<file path="config.mk">
export PLATFORM = sky130hd
export DESIGN_NAME = sft_watchdog
export DESIGN_NICKNAME = d
export VERILOG_FILES = /design/src/rtl/wdt_pkg.sv /design/src/rtl/wdt_svc_seq.sv /design/src/rtl/wdt_prescaler.sv /design/src/rtl/wdt_timebase.sv /design/src/rtl/sft_watchdog.sv
export SDC_FILE = /design/constraint.sdc
export NUM_CORES = 1
export LEC_CHECK = 0
export ABC_AREA = 1
export BUFFER_PORTS_ARGS = -buffer_cell sky130_fd_sc_hd__clkbuf_2
export CORE_MARGIN = 10
export CORE_UTILIZATION = 57
export CTS_CLUSTER_SIZE = 14
export DETAILED_ROUTE_END_ITERATION = 16
export MAX_ROUTING_LAYER = met4
export PLACE_DENSITY_LB_ADDON = 0.05
export SLEW_MARGIN = 0
export SYNTH_ARGS = -nofsm -noshare
export SYNTH_HDL_FRONTEND = slang
export SYNTH_SLANG_ARGS = --single-unit
</file>
<file path="constraint.sdc">
create_clock -name clk -period 2.2 [get_ports clk]
set_input_delay 0.22 -clock clk [delete_from_list [all_inputs] [get_ports clk]]
set_output_delay 0.22 -clock clk [all_outputs]
set_load 0.02 [all_outputs]
</file>
<file path="src/rtl/wdt_pkg.sv">
package wdt_pkg;

  localparam logic [7:0] KEY_ARM  = 8'h55;
  localparam logic [7:0] KEY_FIRE = 8'hAA;

  localparam int TSEL_W   = 2;
  localparam int EXP_STEP = 2;

  typedef struct packed {
    logic                pre;
    logic [TSEL_W-1:0]   tsel;
  } wdt_cfg_t;

endpackage

</file>
<file path="src/rtl/wdt_svc_seq.sv">
module wdt_svc_seq
  import wdt_pkg::*;
(
  input  logic       clk,
  input  logic       rst,
  input  logic       we,
  input  logic [7:0] data,
  output logic       kick
);

  logic armed_q;

  assign kick = we && armed_q && (data == KEY_FIRE);

  always_ff @(posedge clk) begin
    if (rst) begin
      armed_q <= 1'b0;
    end else if (we) begin
      armed_q <= (data == KEY_ARM);
    end
  end

endmodule

</file>
<file path="src/rtl/wdt_prescaler.sv">
module wdt_prescaler #(
  parameter int PRE_LOG2 = 9
) (
  input  logic clk,
  input  logic rst,
  input  logic clr,
  input  logic run,
  input  logic divide,
  output logic tick
);

  localparam int PW = (PRE_LOG2 < 1) ? 1 : PRE_LOG2;
  localparam logic [PW-1:0] PMAX = {PW{1'b1}};

  logic [PW-1:0] pcnt_q;

  assign tick = run && (!divide || (pcnt_q == PMAX));

  always_ff @(posedge clk) begin
    if (rst || clr || !run || !divide) begin
      pcnt_q <= '0;
    end else begin
      pcnt_q <= pcnt_q + 1'b1;
    end
  end

endmodule

</file>
<file path="src/rtl/wdt_timebase.sv">
module wdt_timebase
  import wdt_pkg::*;
#(
  parameter int EXP_BASE = 9
) (
  input  logic              clk,
  input  logic              rst,
  input  logic              clr,
  input  logic              run,
  input  logic              tick,
  input  logic [TSEL_W-1:0] tsel,
  output logic              expire
);

  localparam int MAX_EXP = EXP_BASE + EXP_STEP * ((1 << TSEL_W) - 1);
  localparam int CW      = MAX_EXP + 1;

  logic [CW-1:0] cnt_q;
  logic [CW-1:0] last_val;

  always_comb begin
    last_val = (CW'(1) << (EXP_BASE + EXP_STEP * int'(tsel))) - CW'(1);
  end

  assign expire = run && tick && !clr && (cnt_q == last_val);

  always_ff @(posedge clk) begin
    if (rst || clr || !run || expire) begin
      cnt_q <= '0;
    end else if (tick) begin
      cnt_q <= cnt_q + 1'b1;
    end
  end

endmodule

</file>
<file path="src/rtl/sft_watchdog.sv">
module sft_watchdog
  import wdt_pkg::*;
#(
  parameter int PRE_LOG2 = 9,
  parameter int EXP_BASE = 9
) (
  input  logic       clk,
  input  logic       rst,
  input  logic       cfg_en,
  input  logic       cfg_pre,
  input  logic [1:0] cfg_tsel,
  input  logic       svc_we,
  input  logic [7:0] svc_data,
  output logic       wdt_rst_req,
  output logic       wdt_flag
);

  wdt_cfg_t cfg_q;
  logic     svc_kick;
  logic     tick;
  logic     expire;

  wdt_svc_seq u_seq (
    .clk  (clk),
    .rst  (rst),
    .we   (svc_we),
    .data (svc_data),
    .kick (svc_kick)
  );

  wdt_prescaler #(.PRE_LOG2(PRE_LOG2)) u_pre (
    .clk    (clk),
    .rst    (rst),
    .clr    (svc_kick),
    .run    (cfg_en),
    .divide (cfg_q.pre),
    .tick   (tick)
  );

  wdt_timebase #(.EXP_BASE(EXP_BASE)) u_tb (
    .clk    (clk),
    .rst    (rst),
    .clr    (svc_kick),
    .run    (cfg_en),
    .tick   (tick),
    .tsel   (cfg_q.tsel),
    .expire (expire)
  );

  always_ff @(posedge clk) begin
    if (rst || svc_kick || expire) begin
      cfg_q.pre  <= cfg_pre;
      cfg_q.tsel <= cfg_tsel;
    end
  end

  always_ff @(posedge clk) begin
    if (rst) begin
      wdt_rst_req <= 1'b0;
      wdt_flag    <= 1'b0;
    end else begin
      wdt_rst_req <= expire;
      if (expire) begin
        wdt_flag <= 1'b1;
      end
    end
  end

endmodule

</file>
==> impl_metrics.ini, run 1 <==
[status]
status = finished clean

[setup_path]
path_cells = ha_1, nand3_1, nor2_1, ha_1, inv_1, nand2_1, nand2_2, nor2_1, nand3_1, nor2_2, inv_1, nand3_1
start_kind = register
r2r-start = u_pre.pcnt_q[0]$_SDFF_PP0_
worstSetupEndpointType = register
path_max_fanout = 3
cp.buffers_inverters = 2
crit_family = simple AND/OR/NAND/NOR gates
cp_common_cell = nand3_1
critPathLaunch = u_pre.pcnt_q[0]$_SDFF_PP0_
worstSetupPathType = reg2reg
arrival_ns = 2.04
critical-path-max-stage-delay_ns = 0.36
slowest_stage = dfxtp_1
worstPathRequired_ns = 2.23

[die]
std_cell_rows = 18
floorplan.initialDensity_pct = 61.8
die_h_um = 72.5
core_area_um2 = 2540
die_w_um = 72.5
dieArea_um2 = 5260
io_pins = 17

[grt]
grt_pass1_vias = 1434
grt_use_total_pct = 13.8
grt_max_degree = 17
overflow = 0
grt_pass1_wl_um = 5740
antenna_found_initial = 0

[final_layout]
fin_nets = 268
num_antenna_cells = 0
fillCellCount = 221
area_delta_synth_final_pct = 13.7
stdcell_count = 280
drive_gt1_share_pct = 12.8

[yosys]
synth.area.top_cells = dfxtp_1, nand2_1, nor2_1, inv_1, edfxtp_1
yosysMostFrequentCell = nand2_1
yosysWarnings = 0
syn-cell-area_um2 = 1570
synth.avg_cell_area_um2 = 6.95
synth.distinct_cells = 22
ys_ff_latch = 31
synth_commonest_cells = nand2_1, nor2_1, inv_1
syn_nets = 244
netlist.area_leader.share_pct = 35.7
synth_edf_count = 3
synthArstFlopShare_pct = 0
yosysSeqAreaShare_pct = 41.4
netlist_instances = 226
ys.flop_type = dfxtp_1
synth_top_area_cell = dfxtp_1

[routing]
drtIter0Drc = 68
drtAntennaViolNets = 0
firstDrtPassIters = 4
wl_per_cell_um = 11.6
vias = 1437
via_per_inst = 5.13
drc = 0
drt_wl_total_um = 3240

[sta]
rsz0062_at_grt = false
setup_viol = 0
tns_ns = 0
max_freq_ghz = 0.499
max-slew-margin-rel_pct = 80.8
hold_viol = 0
hold-worst-slack_ns = 0.0696
maxSlewViolCount = 0
setup_slack_ns = 0.197
finalCritPeriodShare_pct = 91.1
fin_skew_ns = 0.0120
fin_crit_ns = 2.00
tightest_slew_ns = 0.286

[clock_tree]
cts.sinks = 31
tritoncts = built
cts-root-buf = clkbuf_4
cts.clk_slew.worst_paths_ns = 0.09
htree_levels = 2
clk_latency_ns = 0.33
clockBufferDepth = 2
numCtsBuffers = 5

[placed_design]
pre_cts_slack_ns = 0.148
place_hpwl_um = 2540
place_congestion = 0.854
placed_cells = 272
io_buffers = 16

[worst_hold_path]
min_from = cfg_tsel[1]
min_path_type = in2reg

[pwr]
powerDensity_nw_per_um2 = 593
peakVddDrop_uv = 495
power.leakage_nw = 0.733

[flow_run]
drv_cap = 0
[metal layers]
layer	vias to the layer above	GRT usage [%]	routed length, um
li1	746	-	-
met5	-	-	0
met2	29	22.7	1610
met1	653	14.3	1440
met3	9	4.49	119
met4	0	7.59	71
[final cells by class]
| cell class | instances | area [um2] | share of cell area (%) |
|---|---|---|---|
| clock buffers | 6 | 41.3 | 2.31 |
| repair buffers | 18 | 108 | 6.02 |
| well taps | 30 | 37.5 | 2.10 |
| clock inverters | 1 | 30.0 | 1.68 |
| inverters | 34 | 129 | 7.21 |
| flip-flops and latches | 31 | 651 | 36.4 |
| multi-input cells | 160 | 791 | 44.3 |
[repair_timing]
| item | 4_1_cts | 5_1_grt |
|---|---|---|
| endpoints found under the setup margin | 0 | 19 |
| buffers inserted | 0 | 1 |
| hold buffers | 0 | 0 |
| gates resized for setup | 0 | 3 |
[through the flow]
stage / cell area (um2) / total power [mW] / utilization [%]
finish: 1790 / 1.06 / 70.2
global route: 1790 / 1.10 / 70.2
CTS: 1760 / 1.07 / 69.0
detailed placement: 1690 / 0.648 / 66.2
global placement: 1690 / 0.645 / 66.2
floorplan: 1570 / 0.626 / -
[state kept, by name, summed over array words and instances, names as in the netlist]
register and count:
cfg_q 3, wdt_flag 1, u_tb.cnt_q 16, u_seq.armed_q 1
u_pre.pcnt_q 9, wdt_rst_req 1
[final timing paths]
| path | endpoint | slack, ns | depth (start not counted) |
|---|---|---|---|
| hold / removal | cfg_q[1]$_DFFE_PP_ | 0.07 | 1 |
| hold reg to reg | u_pre.pcnt_q[0]$_SDFF_PP0_ | 0.46 | 1 |
| setup / recovery | cfg_q[2]$_DFFE_PP_ | 0.20 | 12 |
| setup reg to reg | cfg_q[2]$_DFFE_PP_ | 0.20 | 12 |
[layout by cell type (no fill, tap or decap), types with 3 or more instances in the layout]
cell type  instances
edfxtp_1           3
nor2_1            47
nand4_1            7
clkbuf_4           5
inv_1             33
dfxtp_1           28
xnor2_1            6
nor3_1             3
nand2_1           55
clkbuf_2          16
nand3_1           16
xor2_1             7
ha_1               3
[logic make-up after synthesis]
family,Yosys count,share of synthesized area (%)
AOI/OAI and AO/OA,6,2.79
xor gates and xnor gates,13,7.25
adders and majority gates,3,2.39
buffers and inverters,35,8.92
DFF,31,41.4
and+or+nand+nor,138,37.3
[power breakdown]
| group | internal, mW | switching, mW | leakage [nW] |
|---|---|---|---|
| Combinational | 0.0244 | 0.0317 | 0.439 |
| Sequential | 0.577 | 0.00579 | 0.255 |
| Clock | 0.234 | 0.187 | 0.0383 |
Note: power is estimated with default switching activity, not from simulation.
==> inputs of run 2 (changes only) <==
Settings changed: REMOVE_ABC_BUFFERS from default to 1, SETUP_SLACK_MARGIN from default to 0.15, SLEW_MARGIN 0 to 10.
==> run 2 against run 1 <==
- via count increased by 0.14%
- maximum frequency is 4.2% higher
- flip-flop and latch count stayed put
- clock skew is 0.0013 ns higher
- wire length up 0.62%
- die area stayed put
- sequential share of layout area down 0.78 points
- worst setup slack improved by 0.081 ns
- total power up 2.2%
- register-to-register slack improved by 0.08 ns
- first-iteration DRC count up 19%
- sequential power about the same
==> impl_metrics.ini, run 2 (synthesis results as in run 1) <==
[grt]
grt_pass1_vias = 1437
grt_use_total_pct = 14.0
grt_pass1_wl_um = 5850
antenna_found_initial = 0
grt_max_degree = 12
overflow = 0

[final_layout]
fin_nets = 269
mostFrequentLayoutCells = nand2_1, nor2_1, inv_1
finish.utilization_pct = 71.9
layout_commonest_cell = nand2_1
fin_area_um2 = 1830
stdcell_count = 282
area_delta_synth_final_pct = 16.4
largest_reg_flops = 16
top_register = u_tb.cnt_q
num_antenna_cells = 0
drive_gt1_share_pct = 15.5
reg_top3 = u_tb.cnt_q (16), u_pre.pcnt_q (9), cfg_q (3)

[setup_path]
worstPathRequired_ns = 2.24
slowest_stage = dfxtp_2
start_kind = register
path_max_fanout = 3
crit_family = simple AND/OR/NAND/NOR gates
reg2reg_depth = 12
path_cells = ha_2, nand3_2, nor2_1, ha_1, inv_1, nand2_1, nand2_2, nor2_1, nand3_2, nor2_2, inv_1, nand3_1
worstSetupEndpointType = register
arrival_ns = 1.96
path_depth = 12
cp.buffers_inverters = 2
worstSetupPathType = reg2reg
critical-path-max-stage-delay_ns = 0.36

[routing]
drc = 0
firstDrtPassIters = 4
drtIter0Drc = 81
via_per_inst = 5.10
drt_wl_total_um = 3260
wl_per_cell_um = 11.6
vias = 1439
drtAntennaViolNets = 0

[clock_tree]
clk_latency_ns = 0.33
tritoncts = built
cts.clk_slew.worst_paths_ns = 0.11
numCtsBuffers = 5
cts.sinks = 31
cts-root-buf = clkbuf_4
htree_levels = 2
hold_buffers = 0
clockBufferDepth = 2

[die]
die_w_um = 72.5
dieArea_um2 = 5260
core_area_um2 = 2540
floorplan.initialDensity_pct = 61.8
die_h_um = 72.5
std_cell_rows = 18
io_pins = 17

[sta]
setup_viol = 0
hold_viol = 0
max-slew-margin-rel_pct = 79.5
fin_crit_ns = 1.92
max_freq_ghz = 0.520
tightest_slew_ns = 0.306
rsz0062_at_grt = false
tns_ns = 0
setup_slack_ns = 0.277
fin_skew_ns = 0.0132
hold-worst-slack_ns = 0.0657
maxSlewViolCount = 0
finalCritPeriodShare_pct = 87.4

[status]
status = finished clean

[worst_hold_path]
min_path_cells = 1
min_path_type = in2reg

[placed_design]
place_area_um2 = 1690
place_congestion = 0.817
place_hpwl_um = 2350
io_buffers = 16
pre_cts_slack_ns = 0.134
placed_cells = 272

[pwr]
p_total_mw = 1.08
power.leakage_nw = 0.755
peakVddDrop_uv = 650
powerDensity_nw_per_um2 = 592

[flow_run]
drv_cap = 0
[run 2: report_power, final]
part	internal, mW	total, mW	switching [mW]	leakage, nW
logic	0.0255	0.0585	0.0330	0.455
clock network	0.239	0.441	0.202	0.0452
registers	0.578	0.584	0.00605	0.256
[run 2: path summary, 6_finish.rpt]
path | to | slack, ns | from
worst max-delay path | cfg_q[2]$_DFFE_PP_ | 0.28 | u_pre.pcnt_q[0]$_SDFF_PP0_
worst min-delay path | cfg_q[1]$_DFFE_PP_ | 0.07 | cfg_tsel[1]
worst max register to register | cfg_q[2]$_DFFE_PP_ | 0.28 | u_pre.pcnt_q[0]$_SDFF_PP0_
worst min register to register | u_pre.pcnt_q[0]$_SDFF_PP0_ | 0.43 | u_pre.pcnt_q[0]$_SDFF_PP0_
[run 2: what timing repair did]
action	CTS	global route
setup buffers	2	0
pin swaps	2	0
resized for setup	1	8
endpoints found under the setup margin	17	12
[run 2: layer usage]
layer / track usage, % / part of all wire, % / vias to the layer above
li1: - / - / 751
met1: 13.7 / 43 / 650
met2: 24.4 / 51 / 29
met3: 4.49 / 4.0 / 9
met4: 7.17 / 2.3 / 0
met5: - / 0 / -
[run 2: cell type report]
cell class / count / area, um2
inverters: 34 / 129
clock inverters: 3 / 43.8
repair buffers: 19 / 115
flip-flops and latches: 31 / 652
fillers: 213 / 716
well taps: 30 / 37.5
multi-input cells: 160 / 815
clock buffers: 5 / 37.5
==> inputs of run 3 (changes only) <==
Settings changed: CELL_PAD_IN_SITES_DETAIL_PLACEMENT from default to 0, CELL_PAD_IN_SITES_GLOBAL_PLACEMENT from default to 1, CORE_UTILIZATION 57 to 41.
==> run 3 against run 2 <==
- wire length rose by 0.25%
- sequential share of layout area fell by 0.63 points
- clock power fell by 4%
- combinational power barely moved
- non-clock buffer count rose by 1
- critical path depth did not move
- utilization fell by 21 points
- hold slack improved by 0.051 ns
- largest cell class unchanged
- largest power group unchanged
==> impl_metrics.ini, run 3 (synthesis results as in run 1) <==
[final_layout]
num_antenna_cells = 0
layout_commonest_cell = nand2_1
mostFrequentLayoutCells = nand2_1, nor2_1, inv_1
largest_reg_flops = 16
drive_gt1_share_pct = 15.8
reg_top3 = u_tb.cnt_q (16), u_pre.pcnt_q (9), cfg_q (3)
top_register = u_tb.cnt_q
fin_nets = 270
area_delta_synth_final_pct = 18.7
stdcell_count = 301

[setup_path]
slowest_stage = dfxtp_2
r2r-start = u_pre.pcnt_q[0]$_SDFF_PP0_
reg2reg_depth = 12
critPathLaunch = u_pre.pcnt_q[0]$_SDFF_PP0_
crit_family = simple AND/OR/NAND/NOR gates
arrival_ns = 1.89
cp.buffers_inverters = 2
worstSetupPathType = reg2reg
worstSetupEndpointType = register
path_depth = 12
cp_common_cell = nand3_2
r2r_end = cfg_q[0]$_DFFE_PP_
ff2ff_setup_slack_ns = 0.30
start_kind = register
cp-endpoint = cfg_q[0]$_DFFE_PP_
critical-path-max-stage-delay_ns = 0.34
worstPathRequired_ns = 2.19
path_max_fanout = 4
path_cells = ha_2, nand3_2, nor2_1, ha_1, inv_1, nand2_1, nand2_2, nor2_2, nand3_2, nor2_4, inv_1, nand3_2

[routing]
drt_wl_total_um = 3270
dr_wl_met2_um = 1620
wl_per_cell_um = 10.9
wl_met3_um = 162
via_per_inst = 4.74
met1_length_um = 1420
drtAntennaViolNets = 0
firstDrtPassIters = 4
drtIter0Drc = 85
drc = 0
vias = 1426
top_layer = met4

[sta]
tightest_slew_ns = 0.287
rsz0062_at_grt = false
fin_skew_ns = 0.00660
hold_viol = 0
fin_crit_ns = 1.90
tns_ns = 0
maxSlewViolCount = 0
max_freq_ghz = 0.526
setup_viol = 0
finalCritPeriodShare_pct = 86.4
max-slew-margin-rel_pct = 80.8
hold-worst-slack_ns = 0.117

[worst_hold_path]
min_path_type = in2reg

[pwr]
power.leakage_nw = 0.762
p_total_mw = 1.06
powerDensity_nw_per_um2 = 570
clockPowerShare_pct = 39.6
pwr-share-seq_pct = 54.9
peakVddDrop_uv = 372
p_sw_share_pct = 22.4
p_int_uw = 826
switching_power_uw = 238
combinationalPowerShare_pct = 5.5

[clock_tree]
clockBufferDepth = 2
tritoncts = built
cts-root-buf = clkbuf_8
numCtsBuffers = 5
cts.clk_slew.worst_paths_ns = 0.06
cts.sinks = 31
clk_latency_ns = 0.28
htree_levels = 2

[die]
die_h_um = 81.9
die_w_um = 81.9
dieArea_um2 = 6710
std_cell_rows = 22
floorplan.initialDensity_pct = 42.6
io_pins = 17
core_area_um2 = 3690

[placed_design]
place_hpwl_um = 2510
placed_cells = 291
io_buffers = 16
place_congestion = 0.834

[flow_run]
drv_cap = 0

[grt]
grt_pass1_vias = 1313
antenna_found_initial = 0
grt_pass1_wl_um = 5440
overflow = 0
grt_max_degree = 17
grt_use_total_pct = 10.8

[status]
status = finished clean
run 3: cell types whose count changed in the layout (fill, tap and decap cells not counted), sizes merged:
| cell | delta |
|---|---|
| buf | +1 |
| clkbuf | +2 |
| bufinv | -1 |
| clkinv | -1 |
run 3: metrics by stage:
step / util (%) / cell area [um2] / worst slack (ns)
2_1_floorplan: - / 1560 / 0.261
3_3_place_gp: 46.8 / 1730 / 0.181
3_5_place_dp: 46.8 / 1730 / 0.110
4_1_cts: 49.5 / 1830 / 0.151
5_1_grt: 50.6 / 1870 / 0.141
6_report: 50.6 / 1870 / 0.300
run 3: final cells by class:
cell class | instances | area [um2]
clock inverters | 1 | 5.00
well taps | 48 | 60.1
repair buffers | 20 | 123
inverters | 34 | 129
clock buffers | 7 | 76.3
flip-flops and latches | 31 | 653
fillers | 396 | 1820
multi-input cells | 160 | 820
run 3: power by group through the flow:
stage          logic, mW  registers (mW)  clock network [mW]
6_report          0.0585           0.584               0.422
2_1_floorplan     0.0290           0.595                   0
5_1_grt           0.0661           0.585               0.464
4_1_cts           0.0565           0.584               0.437
3_5_place_dp      0.0560           0.596                   0
3_3_place_gp      0.0544           0.596                   0
run 3: how the worst min path moves through the flow:
stage | startpoint | endpoint | slack, ns | cells after the start
floorplan | svc_we | u_seq.armed_q$_SDFFE_PP0P_ | 0.31 | 1
global placement | cfg_pre | cfg_q[2]$_DFFE_PP_ | 0.40 | 1
detailed placement | cfg_pre | cfg_q[2]$_DFFE_PP_ | 0.40 | 1
CTS | cfg_pre | cfg_q[2]$_DFFE_PP_ | 0.11 | 1
global route | cfg_pre | cfg_q[2]$_DFFE_PP_ | 0.10 | 1
finish | cfg_pre | cfg_q[2]$_DFFE_PP_ | 0.12 | 1
run 3: routing by layer:
layer / track usage, % / vias up
li1: - / 748
met1: 10.9 / 641
met2: 17.6 / 28
met3: 4.48 / 9
met4: 5.95 / 0
met5: - / -
run 3: repair_timing:
action | CTS | global route
hold buffers | 0 | 0
gates resized for setup | 4 | 7
setup buffers | 0 | 2
cloned | 0 | 0
setup endpoints to repair | 6 | 19
pin swaps | 0 | 4
